--- src/rtl/chain_rd_pkg.sv ---
package chain_rd_pkg;
  typedef enum logic [1:0] {
    ST_IDLE  = 2'd0,
    ST_BURST = 2'd1,
    ST_DONE  = 2'd2
  } rd_state_e;
endpackage

--- src/rtl/chain_sclk_gen.sv ---
module chain_sclk_gen #(
  parameter int unsigned DIV_W = 8
) (
  input  logic             clk_i,
  input  logic             rst_ni,
  input  logic             run_i,
  input  logic [DIV_W-1:0] half_i,
  output logic             sclk_o,
  output logic             fall_o
);
  logic [DIV_W-1:0] cnt_q;
  logic [DIV_W-1:0] lim;
  logic             sclk_q;
  logic             wrap;

  assign lim  = (half_i == '0) ? '0 : half_i - DIV_W'(1);
  assign wrap = (cnt_q == lim);

  always_ff @(posedge clk_i or negedge rst_ni) begin
    if (!rst_ni) begin
      cnt_q  <= '0;
      sclk_q <= 1'b0;
    end else if (!run_i) begin
      cnt_q  <= '0;
      sclk_q <= 1'b0;
    end else if (wrap) begin
      cnt_q  <= '0;
      sclk_q <= ~sclk_q;
    end else begin
      cnt_q  <= cnt_q + DIV_W'(1);
    end
  end

  assign sclk_o = sclk_q;
  // high->low transition happens at this edge
  assign fall_o = run_i && wrap && sclk_q;
endmodule

--- src/rtl/chain_frame_ctr.sv ---
module chain_frame_ctr #(
  parameter int unsigned WORD_W = 16,
  parameter int unsigned IDX_W  = 2,
  parameter int unsigned LEN_W  = 3
) (
  input  logic             clk_i,
  input  logic             rst_ni,
  input  logic             load_i,
  input  logic             sync_i,
  input  logic [LEN_W-1:0] len_i,
  input  logic             fall_i,
  output logic             take_o,
  output logic             sep_o,
  output logic             word_end_o,
  output logic             last_o,
  output logic [IDX_W-1:0] idx_o
);
  localparam int unsigned BIT_W = $clog2(WORD_W + 1);
  localparam logic [BIT_W-1:0] SEP_POS = BIT_W'(WORD_W);
  localparam logic [BIT_W-1:0] LSB_POS = BIT_W'(WORD_W - 1);

  logic             sync_pend_q;
  logic [BIT_W-1:0] bit_q;
  logic [IDX_W-1:0] dev_q;

  assign sep_o      = fall_i && !sync_pend_q && (bit_q == SEP_POS);
  assign take_o     = fall_i && !sync_pend_q && (bit_q != SEP_POS);
  assign word_end_o = take_o && (bit_q == LSB_POS);
  assign last_o     = word_end_o && (LEN_W'(dev_q) == len_i - LEN_W'(1));
  assign idx_o      = dev_q;

  always_ff @(posedge clk_i or negedge rst_ni) begin
    if (!rst_ni) begin
      sync_pend_q <= 1'b0;
      bit_q       <= '0;
      dev_q       <= '0;
    end else if (load_i) begin
      sync_pend_q <= sync_i;
      bit_q       <= '0;
      dev_q       <= '0;
    end else if (fall_i) begin
      if (sync_pend_q) begin
        sync_pend_q <= 1'b0;
      end else if (bit_q == SEP_POS) begin
        bit_q <= '0;
      end else if (bit_q == LSB_POS) begin
        bit_q <= SEP_POS;
        dev_q <= dev_q + IDX_W'(1);
      end else begin
        bit_q <= bit_q + BIT_W'(1);
      end
    end
  end
endmodule

--- src/rtl/chain_deser.sv ---
module chain_deser #(
  parameter int unsigned WORD_W = 16,
  parameter int unsigned IDX_W  = 2
) (
  input  logic              clk_i,
  input  logic              rst_ni,
  input  logic              take_i,
  input  logic              bit_i,
  input  logic              end_i,
  input  logic [IDX_W-1:0]  idx_i,
  output logic [WORD_W-1:0] word_o,
  output logic [IDX_W-1:0]  idx_o,
  output logic              vld_o
);
  logic [WORD_W-2:0] sh_q;

  always_ff @(posedge clk_i or negedge rst_ni) begin
    if (!rst_ni) begin
      sh_q   <= '0;
      word_o <= '0;
      idx_o  <= '0;
      vld_o  <= 1'b0;
    end else begin
      vld_o <= 1'b0;
      if (take_i) begin
        if (end_i) begin
          word_o <= {sh_q, bit_i};
          idx_o  <= idx_i;
          vld_o  <= 1'b1;
        end else begin
          sh_q <= {sh_q[WORD_W-3:0], bit_i};
        end
      end
    end
  end
endmodule

--- src/rtl/chain_rd_ctrl.sv ---
module chain_rd_ctrl
  import chain_rd_pkg::*;
#(
  parameter int unsigned WORD_W  = 16,
  parameter int unsigned MAX_DEV = 4,
  parameter int unsigned DIV_W   = 8,
  localparam int unsigned LEN_W  = $clog2(MAX_DEV + 1),
  localparam int unsigned IDX_W  = (MAX_DEV > 1) ? $clog2(MAX_DEV) : 1
) (
  input  logic              clk_i,
  input  logic              rst_ni,
  input  logic              start_i,
  input  logic [LEN_W-1:0]  chain_len_i,
  input  logic              sync_en_i,
  input  logic [DIV_W-1:0]  half_div_i,
  input  logic              sdata_i,
  output logic              sclk_o,
  output logic              rd_o,
  output logic [WORD_W-1:0] word_o,
  output logic [IDX_W-1:0]  word_idx_o,
  output logic              word_vld_o,
  output logic              done_o,
  output logic              frame_err_o
);
  rd_state_e        state_q;
  logic [LEN_W-1:0] len_q;
  logic [DIV_W-1:0] half_q;
  logic             rd_q, done_q, err_q;
  logic             accept, run;
  logic             fall, take, sep, word_end, last;
  logic [IDX_W-1:0] idx;

  assign accept = (state_q == ST_IDLE) && start_i && (chain_len_i != '0)
                  && (chain_len_i <= LEN_W'(MAX_DEV));
  assign run    = (state_q == ST_BURST);

  always_ff @(posedge clk_i or negedge rst_ni) begin
    if (!rst_ni) begin
      state_q <= ST_IDLE;
      len_q   <= '0;
      half_q  <= '0;
      rd_q    <= 1'b0;
      done_q  <= 1'b0;
      err_q   <= 1'b0;
    end else begin
      rd_q   <= accept;
      done_q <= (state_q == ST_DONE);
      if (sep && sdata_i) err_q <= 1'b1;
      unique case (state_q)
        ST_IDLE: if (accept) begin
          len_q   <= chain_len_i;
          half_q  <= half_div_i;
          err_q   <= 1'b0;
          state_q <= ST_BURST;
        end
        ST_BURST: if (last) state_q <= ST_DONE;
        ST_DONE:  state_q <= ST_IDLE;
        default:  state_q <= ST_IDLE;
      endcase
    end
  end

  chain_sclk_gen #(.DIV_W(DIV_W)) u_clk (
    .clk_i  (clk_i),
    .rst_ni (rst_ni),
    .run_i  (run),
    .half_i (half_q),
    .sclk_o (sclk_o),
    .fall_o (fall)
  );

  chain_frame_ctr #(.WORD_W(WORD_W), .IDX_W(IDX_W), .LEN_W(LEN_W)) u_frm (
    .clk_i      (clk_i),
    .rst_ni     (rst_ni),
    .load_i     (accept),
    .sync_i     (sync_en_i),
    .len_i      (len_q),
    .fall_i     (fall),
    .take_o     (take),
    .sep_o      (sep),
    .word_end_o (word_end),
    .last_o     (last),
    .idx_o      (idx)
  );

  chain_deser #(.WORD_W(WORD_W), .IDX_W(IDX_W)) u_des (
    .clk_i  (clk_i),
    .rst_ni (rst_ni),
    .take_i (take),
    .bit_i  (sdata_i),
    .end_i  (word_end),
    .idx_i  (idx),
    .word_o (word_o),
    .idx_o  (word_idx_o),
    .vld_o  (word_vld_o)
  );

  assign rd_o        = rd_q;
  assign done_o      = done_q;
  assign frame_err_o = err_q;
endmodule

--- config.mk ---
export PLATFORM = sky130hd
export DESIGN_NAME = chain_rd_ctrl
export DESIGN_NICKNAME = d
export VERILOG_FILES = /design/src/rtl/chain_rd_pkg.sv /design/src/rtl/chain_sclk_gen.sv /design/src/rtl/chain_frame_ctr.sv /design/src/rtl/chain_deser.sv /design/src/rtl/chain_rd_ctrl.sv
export SDC_FILE = /design/constraint.sdc
export NUM_CORES = 1
export LEC_CHECK = 0
export ABC_AREA = 1
export BUFFER_PORTS_ARGS = -buffer_cell sky130_fd_sc_hd__buf_2
export CORE_ASPECT_RATIO = 0.75
export CORE_MARGIN = 1
export CORE_UTILIZATION = 39
export DETAILED_ROUTE_END_ITERATION = 12
export HOLD_SLACK_MARGIN = 0.15
export PLACE_DENSITY_LB_ADDON = 0.25
export SYNTH_ARGS = -nofsm -noshare
export SYNTH_HDL_FRONTEND = slang
export SYNTH_HIERARCHICAL = 1
export SYNTH_SLANG_ARGS = --single-unit
--- constraint.sdc ---
create_clock -name clk_i -period 2.45 [get_ports clk_i]
set_clock_uncertainty 0.1 [all_clocks]
set_input_delay 0.49 -clock clk_i [delete_from_list [all_inputs] [get_ports clk_i]]
set_output_delay 0.49 -clock clk_i [all_outputs]
set_load 0.01 [all_outputs]
==> results of run 1 <==
-- per-layer routing --
layer	vias up	GRT usage, %	wire, µm
li1	1501	-	-
met1	1425	26.7	4090
met2	57	26.5	3550
met3	8	4.19	309
met4	0	7.00	101
met5	-	0	0
-- path summary, 6_finish.rpt --
path | slack (ns) | endpoint | startpoint | depth (start not counted)
max | -0.06 | u_des/sh_q[6]$_DFFE_PN0P_ | half_q[1]$_DFFE_PN0P_ | 18
min | 0.30 | u_frm/sync_pend_q$_DFFE_PN0P_ | sync_en_i | 3
max reg2reg | -0.06 | u_des/sh_q[6]$_DFFE_PN0P_ | half_q[1]$_DFFE_PN0P_ | 18
min reg2reg | 0.35 | done_o$_DFF_PN0_ | state_q[0]$_DFFE_PN0P_ | 1
max in group asynchronous | 1.35 | half_q[2]$_DFFE_PN0P_ | rst_ni | 3
min in group asynchronous | 0.60 | u_des/word_o[12]$_DFFE_PN0P_ | rst_ni | 3
-- synth_stat cells --
cell type / instances
nor2_2: 15
inv_2: 5
inv_4: 1
inv_1: 39
nor3_1: 2
o21ai_2: 1
a21oi_1: 1
nor3_2: 1
nand4_1: 19
nor2_4: 5
o21ai_1: 1
o31ai_1: 1
nor2_1: 19
xor2_1: 6
nand2_1: 134
xnor2_1: 2
nand2_2: 12
o22ai_1: 1
nand3_2: 3
o21ai_0: 7
nand2_8: 2
nand2_4: 5
nand3_1: 52
a21boi_1: 1
buf_6: 5
ha_1: 6
buf_4: 8
dfrtp_1: 67
buf_2: 1
-- cell families after synthesis --
| logic type | synth area share (%) |
|---|---|
| fa+ha+maj | 2.14 |
| simple gates | 37.7 |
| compound gates | 2.14 |
| buf+inv | 8.33 |
| flops | 47.7 |
| xor+xnor | 1.99 |
-- power by group through the flow --
stage	sequential, mW	combinational (mW)	clock (mW)
floorplan	1.29	0.465	0
global placement	1.31	0.612	0
detailed placement	1.31	0.615	0
CTS	1.29	0.661	1.20
global route	1.31	0.799	1.26
finish	1.30	0.713	1.18
-- registers in the layout, indices dropped and copies added (netlist names), 2 cells and up --
register / count
u_des/word_o: 16
u_des/sh_q: 15
half_q: 8
u_clk/cnt_q: 8
u_frm/bit_q: 5
len_q: 3
state_q: 2
u_des/idx_o: 2
u_frm/idx_o: 2
-- worst max-delay path, stage by stage, from the launching register on --
cell     delay, ns
dfrtp_1       0.40
inv_2         0.08
ha_4          0.18
nand2_8       0.08
nor2_4        0.13
o21ai_1       0.09
nand2_1       0.09
nand3_2       0.09
nor2_4        0.14
nand3_2       0.08
nor2_2        0.11
nand2_1       0.09
inv_2         0.08
nand2_4       0.05
nor2_4        0.20
inv_2         0.10
buf_12        0.17
nand3_1       0.07
nand2_1       0.06
-- through the flow --
stage	instances	hold WS, ns	power [mW]	setup slack [ns]	setup TNS, ns
5_1_grt	614	0.306	3.37	-0.220	-7.07
2_1_floorplan	422	0.0944	1.76	-0.0734	-0.660
4_1_cts	608	0.282	3.16	-0.0176	-0.251
3_3_place_gp	583	0.336	1.92	-0.0303	-0.367
6_report	614	0.296	3.19	-0.0559	-1.39
3_5_place_dp	583	0.341	1.93	-0.103	-2.70
-- timing repair --
action                     CTS  global route
setup endpoints to repair   36            41
pin swaps                    8             8
hold endpoints to repair    67             0
hold buffers                 1             0
cloned                       2             0
gates resized for setup     15            47
buffers inserted             6             6
-- cell type report --
class,instances,area [µm²]
Tap cell,108,135
Clock inverter,7,51.3
Inverter,45,176
Timing Repair Buffer,80,598
Multi-Input combinational cell,298,1800
Sequential cell,67,1680
Clock buffer,9,225
Fill cell,787,3940
==> reports/summary.txt, run 1 <==
status: finished with violations
failing checks: DRC, setup timing
Req. time, crit path: 2.58 ns
area delta synth->final: 32.7%
Diodes inserted: 0
gr ovfl total: 0
htree depth: 3
Starting Density: 40.9%
RSZ-0062 raised after global routing: yes
Vias: 2991
Lkg Pwr: 2.44 nW
Tot GR Track Use: 18.3%
Mapped Nets: 444
commonest non-fill, non-tap cells in the layout: 119 x nand2_1, 66 x dfrtp_1, 38 x buf_2, 37 x nand3_1, 35 x inv_1
Pwr per Cell Area: 684 nW/µm²
row cnt: 29
Yosys top cell by area: dfrtp_1
final cycle utilization of the critical path: 102%
Ys Warns: 6
total I/O pin count: 39
CTS Buf Count: 9
Finish-stage setup viols: 35
Syn Area/Cell: 8.33 µm²
max_cap viols: 0
fin crit period: 2.51 ns
gpl congestion: 0.838
register area share after synthesis: 47.7%
IO Port Bufs: 38
final core occ: 54.2%
antenna viol nets, final: 0
VDD IR max: 0.288 mV
Die Wd: 112 µm
P_sw: 0.989 mW
first-pass GRT wire length: 13600 µm
switching part of the total power: 31.0%
share of the synthesized area in the top cell type: 47.7%
Comb pwr share: 22.4%
CTS sink cnt: 67
number of DRC markers in iteration 0: 155
pin count of the biggest net entering global routing: 68
core area: 8600 µm²
top post-synthesis cells by area: dfrtp_1 48%, nand2_1 14%, nand3_1 7.4%
CTS tree: built
DR vias/cell: 4.87
CTS root buf: clkbuf_16
clk_lat worst skew: 0.33 ns
Final Hold Violating Endpoints: 0
leading cell type in the layout, fill and taps excluded: nand2_1
WL/cell: 13.1 µm
CP Max Fanout: 15
WS Path Type: flip-flop to flip-flop
pins over their slew limit: 0
Hold Path Class: input port to flip-flop
drt first pass iters: 8
Cell Area, Synth: 3510 µm²
Worst setup SP type: flip-flop
Seq pwr share: 40.7%
placed instance area: 4030 µm²
crit path DAT: 2.63 ns
design area: 4660 µm²
Internal Dissipation: 2.20 mW
Clock Path Buffers: 2
Clock power frac: 37.0%
Fmax: 0.399 GHz
setup ws final: -0.0559 ns
Die Y: 84.2 µm
clock-pin slew on the worst setup and hold paths: 0.06 ns
vias in the first global route: 2800
layout cells sized above 1: 37.5%
Post-Syn Instances: 422
nets: 523
Slew headroom: 76.2%
number of distinct library cells after synthesis: 29
Final HPWL DP: 5390 µm
flops & latches, synth: 67
crit end category: flip-flop
Least-Margin Pin Slew: 0.358 ns
DRC: 2
Die Area: 9400 µm²
initial antenna violation count: 0
Routed Wire Length: 8060 µm
Note: power is estimated with default switching activity, not from simulation.
==> run 2: changes to the inputs <==
- CORE_UTILIZATION: 39 -> 53
==> run 2 against run 1 <==
- the flow finishes with violations (setup timing)
- utilization is 14 points higher
- global-route usage is 5.5 points higher
- largest cell class is now registers
- power is 6.5% lower
==> reports/summary.txt, run 2 (synthesis gave the netlist of run 1 again) <==
status: finished with violations
failing checks: setup timing
row cnt: 25
Least-Margin Pin Slew: 0.361 ns
area delta synth->final: 23.8%
CTS tree: built
DRC: 0
clock-pin slew on the worst setup and hold paths: 0.07 ns
IO Port Bufs: 38
Seq pwr share: 43.2%
Hold Crit Depth: 3
Fmax: 0.403 GHz
Slew headroom: 75.9%
max_cap viols: 0
Starting Density: 55.3%
antenna viol nets, final: 0
CTS root buf: clkbuf_8
htree depth: 3
Worst setup SP type: flip-flop
total power: 2.98 mW
clk_lat worst skew: 0.34 ns
Largest Register: u_des/word_o
core area: 6350 µm²
Diodes inserted: 0
nets: 517
first-pass GRT wire length: 12600 µm
final std cells w/o fill: 581
Tot GR Track Use: 23.9%
commonest non-fill, non-tap cells in the layout: 131 x nand2_1, 65 x dfrtp_1, 51 x nand3_1, 38 x buf_2, 36 x inv_1
crit end category: flip-flop
Placed Cells: 558
leading cell type in the layout, fill and taps excluded: nand2_1
Hold Path Class: input port to flip-flop
gpl congestion: 0.826
drt first pass iters: 5
vias in the first global route: 2844
final core occ: 68.5%
final cycle utilization of the critical path: 101%
fin crit period: 2.48 ns
total I/O pin count: 39
WL/cell: 13.0 µm
Vias: 2992
Reg2Reg Depth: 19
design area: 4350 µm²
Min-Delay Endpoint: u_frm/sync_pend_q$_DFFE_PN0P_
VDD IR max: 0.420 mV
Die Area: 6960 µm²
CTS Buf Count: 9
P_sw: 0.877 mW
pin count of the biggest net entering global routing: 68
Comb pwr share: 22.0%
CTS sink cnt: 67
placed instance area: 3990 µm²
largest registers: u_des/word_o (16), u_des/sh_q (15)
switching part of the total power: 29.4%
crit path DAT: 2.61 ns
max reg flops: 16
pins over their slew limit: 0
Die Y: 72.5 µm
gr ovfl total: 0
Lkg Pwr: 2.36 nW
Final Hold Violating Endpoints: 0
Routed Wire Length: 7560 µm
CP Max Fanout: 9
Clock Path Buffers: 2
Pwr per Cell Area: 686 nW/µm²
number of DRC markers in iteration 0: 168
WS Path Type: flip-flop to flip-flop
reg2reg setup slack: -0.03 ns
CP Launch Point: half_q[2]$_DFFE_PN0P_
Reg-to-Reg End: u_des/word_o[5]$_DFFE_PN0P_
Finish-stage setup viols: 27
layout cells sized above 1: 31.0%
reg2reg start: half_q[2]$_DFFE_PN0P_
initial antenna violation count: 0
DR vias/cell: 5.15
Worst Min Path Start: sync_en_i
RSZ-0062 raised after global routing: yes
Die Wd: 96.0 µm
Internal Dissipation: 2.11 mW
Final HPWL DP: 5160 µm
Req. time, crit path: 2.58 ns
Clock power frac: 34.8%
setup ws final: -0.0304 ns
-- run 2: stage by stage --
step | hold WS (ns) | TNS, ns | setup slack (ns)
after global routing | 0.276 | -6.25 | -0.185
after floorplan | 0.0944 | -0.660 | -0.0734
final | 0.287 | -0.326 | -0.0304
after global placement | 0.333 | -0.414 | -0.0369
after detailed placement | 0.332 | -2.10 | -0.101
after CTS | 0.270 | 0 | 0.00321
-- run 2: how the worst max path moves through the flow --
| stage | endpoint | slack (ns) | depth (start not counted) |
|---|---|---|---|
| after floorplan | u_des/word_o[10]$_DFFE_PN0P_ | -0.07 | 20 |
| after global placement | state_q[0]$_DFFE_PN0P_ | -0.04 | 18 |
| after detailed placement | u_des/word_o[14]$_DFFE_PN0P_ | -0.10 | 18 |
| after CTS | state_q[1]$_DFFE_PN0P_ | 0.003 | 22 |
| after global routing | u_des/word_o[5]$_DFFE_PN0P_ | -0.19 | 18 |
| final | u_des/word_o[5]$_DFFE_PN0P_ | -0.03 | 19 |
-- run 2: repair_timing --
| action | 4_1_cts | 5_1_grt |
|---|---|---|
| setup buffers | 3 | 2 |
| hold endpoints to repair | 67 | 0 |
| cloned | 0 | 1 |
| resized for setup | 9 | 13 |
| endpoints found under the setup margin | 40 | 42 |
| pin swaps | 13 | 11 |
| hold buffers | 1 | 0 |
-- run 2: layout make-up --
cell class,count,area (µm²)
clock inverters,4,72.6
well taps,81,101
clock buffers,12,155
fillers,517,2000
flip-flops and latches,67,1680
repair buffers,75,536
inverters,45,174
multi-input cells,297,1630
-- run 2: critical path: stages (launching register included) --
cell,delay (ns)
dfrtp_1,0.46
nor2_4,0.18
nand2_4,0.10
inv_6,0.09
nand3_1,0.08
nand2_1,0.08
nand2_1,0.05
nand2_1,0.07
nand2_2,0.07
nor2_4,0.13
nand3_2,0.10
nor2_4,0.10
nand2_2,0.07
inv_2,0.06
nand2_2,0.07
nor2_4,0.18
buf_6,0.16
nand2_4,0.10
nand2_1,0.08
nand2_1,0.05
-- run 2: routing by layer --
| layer | global-route usage [%] | wire, µm |
|---|---|---|
| met3 | 7.97 | 405 |
| met2 | 37.9 | 3620 |
| met1 | 31.5 | 3510 |
| met5 | 0 | 0 |
| met4 | 6.14 | 24 |
-- run 2: power by group through the flow --
stage	sequential [mW]	clock, mW	combinational, mW
global route	1.30	1.12	0.751
finish	1.29	1.04	0.657
global placement	1.31	0	0.600
CTS	1.29	1.07	0.635
floorplan	1.29	0	0.465
detailed placement	1.31	0	0.616
==> run 3: changes to the inputs <==
- BUFFER_PORTS_ARGS: -buffer_cell sky130_fd_sc_hd__buf_2 -> -buffer_cell sky130_fd_sc_hd__clkbuf_2
==> run 3 against run 2 <==
- the run still ends with setup timing left
- wire length is 2.8% higher
- register-to-register slack got worse by 0.09 ns
- critical path depth grew 2
- global-route usage decreased by 0.53 points
- die area unchanged
- combinational power is 2% higher
- flip-flop and latch count did not move
- critical endpoint is now u_des/word_o[11]$_DFFE_PN0P_
- largest cell class is now multi-input gates
==> reports/summary.txt, run 3 (synthesis gave the netlist of run 1 again) <==
design area: 4510 µm²
Finish-stage setup viols: 42
CP Max Fanout: 10
max reg flops: 16
crit end category: flip-flop
Starting Density: 55.3%
Final Hold Violating Endpoints: 0
WHS: 0.278 ns
antenna viol nets, final: 0
DR vias/cell: 5.13
final std cells w/o fill: 588
Slew headroom: 75.7%
Clock Path Buffers: 2
total power: 2.88 mW
CTS root buf: clkbuf_8
gpl congestion: 0.823
CTS tree: built
Largest Register: u_des/word_o
fin crit period: 2.57 ns
number of DRC markers in iteration 0: 166
Fmax: 0.390 GHz
total I/O pin count: 39
CTS sink cnt: 67
drt first pass iters: 4
failing checks: setup timing
Die Y: 72.5 µm
IO Port Bufs: 38
Lkg Pwr: 2.39 nW
Req. time, crit path: 2.57 ns
clk_lat worst skew: 0.34 ns
largest registers: u_des/word_o (16), u_des/sh_q (15)
Least-Margin Pin Slew: 0.364 ns
DRC: 0
setup ws final: -0.115 ns
pre-CTS setup slack: -0.108 ns
worst-path cell chain: inv_2 -> ha_4 -> nand2_4 -> inv_6 -> nand2_8 -> nand2_2 -> nand2_1 -> nand2_1 -> nor2_1 -> nand2_1 -> nor2_4 -> nand3_2 -> nor2_4 -> nand2_2 -> inv_2 -> nand2_4 -> nor2_4 -> buf_6 -> nand2_8 -> nand2_1 -> nand2_1
Pwr per Cell Area: 638 nW/µm²
Placed Cells: 559
Vias: 3016
leading cell type in the layout, fill and taps excluded: nand2_1
Hold Path Class: input port to flip-flop
max incr delay on CP: 0.37 ns
htree depth: 3
VDD IR max: 0.432 mV
Die Area: 6960 µm²
max_cap viols: 0
row cnt: 25
Tot GR Track Use: 23.3%
placed instance area: 4000 µm²
core area: 6350 µm²
crit-path most repeated cell: nand2_1
Die Wd: 96.0 µm
crit path DAT: 2.68 ns
slowest CP cell: dfrtp_1
initial antenna violation count: 0
WL/cell: 13.2 µm
pins over their slew limit: 0
final core occ: 71.0%
Routed Wire Length: 7770 µm
area delta synth->final: 28.3%
pin count of the biggest net entering global routing: 68
vias in the first global route: 2815
gr ovfl total: 0
clock-pin slew on the worst setup and hold paths: 0.07 ns
Final HPWL DP: 5130 µm
WS Path Type: flip-flop to flip-flop
nets: 524
Worst setup SP type: flip-flop
final cycle utilization of the critical path: 105%
commonest non-fill, non-tap cells in the layout: 128 x nand2_1, 66 x dfrtp_1, 38 x nand3_1, 37 x clkbuf_2, 36 x inv_1
first-pass GRT wire length: 12300 µm
CTS Buf Count: 9
final setup TNS: -3.15 ns
RSZ-0062 raised after global routing: yes
Diodes inserted: 0
layout cells sized above 1: 34.9%
status: finished with violations
==> run 3: changes by cell type in the layout (fill, tap and decap cells not counted), sizes merged <==
cell and delta:
clkbuf +38, buf -31, bufinv -1, clkinvlp +1
==> run 3: timing repair <==
action / in CTS / in global routing
pin swaps: 16 / 10
endpoints found under the setup margin: 40 / 42
resized for setup: 15 / 33
cloned: 1 / 1
buffers inserted: 4 / 6
endpoints found under the hold margin: 67 / 0
hold buffers: 1 / 0
==> run 3: critical path, delay by kind of cell (launching register included) <==
kind,cells,cell delay [ns]
DFF,1,0.37
adders and majority gates,1,0.19
and+or+nand+nor,16,1.43
buffers and inverters,4,0.35
==> run 3: layout make-up <==
cell class	count	area (µm²)
clock buffers	12	145
clock inverters	4	50.0
fillers	482	1840
inverters	45	176
multi-input cells	297	1740
flip-flops and latches	67	1680
well taps	81	101
repair buffers	82	613
==> run 3: where the power goes <==
group          internal, mW  leakage [nW]  total [mW]  switching [mW]
combinational         0.277          1.41       0.672           0.395
sequential             1.20         0.891        1.29          0.0888
clock                 0.497        0.0926       0.912           0.415
==> run 3: final timing paths <==
path / from / end / slack [ns] / depth (start not counted)
setup / recovery: half_q[1]$_DFFE_PN0P_ / u_des/word_o[11]$_DFFE_PN0P_ / -0.12 / 21
hold / removal: sync_en_i / u_frm/sync_pend_q$_DFFE_PN0P_ / 0.28 / 3
setup reg to reg: half_q[1]$_DFFE_PN0P_ / u_des/word_o[11]$_DFFE_PN0P_ / -0.12 / 21
hold reg to reg: state_q[0]$_DFFE_PN0P_ / done_o$_DFF_PN0_ / 0.34 / 1
max in group asynchronous: rst_ni / u_des/vld_o$_DFF_PN0_ / 1.36 / 3
min in group asynchronous: rst_ni / half_q[5]$_DFFE_PN0P_ / 0.59 / 3
==> run 3: per-layer routing <==
metal | track usage [%] | vias up | wire (µm)
li1 | - | 1507 | -
met1 | 30.5 | 1439 | 3570
met2 | 37.7 | 62 | 3780
met3 | 6.60 | 8 | 345
met4 | 7.13 | 0 | 80
met5 | 0 | - | 0
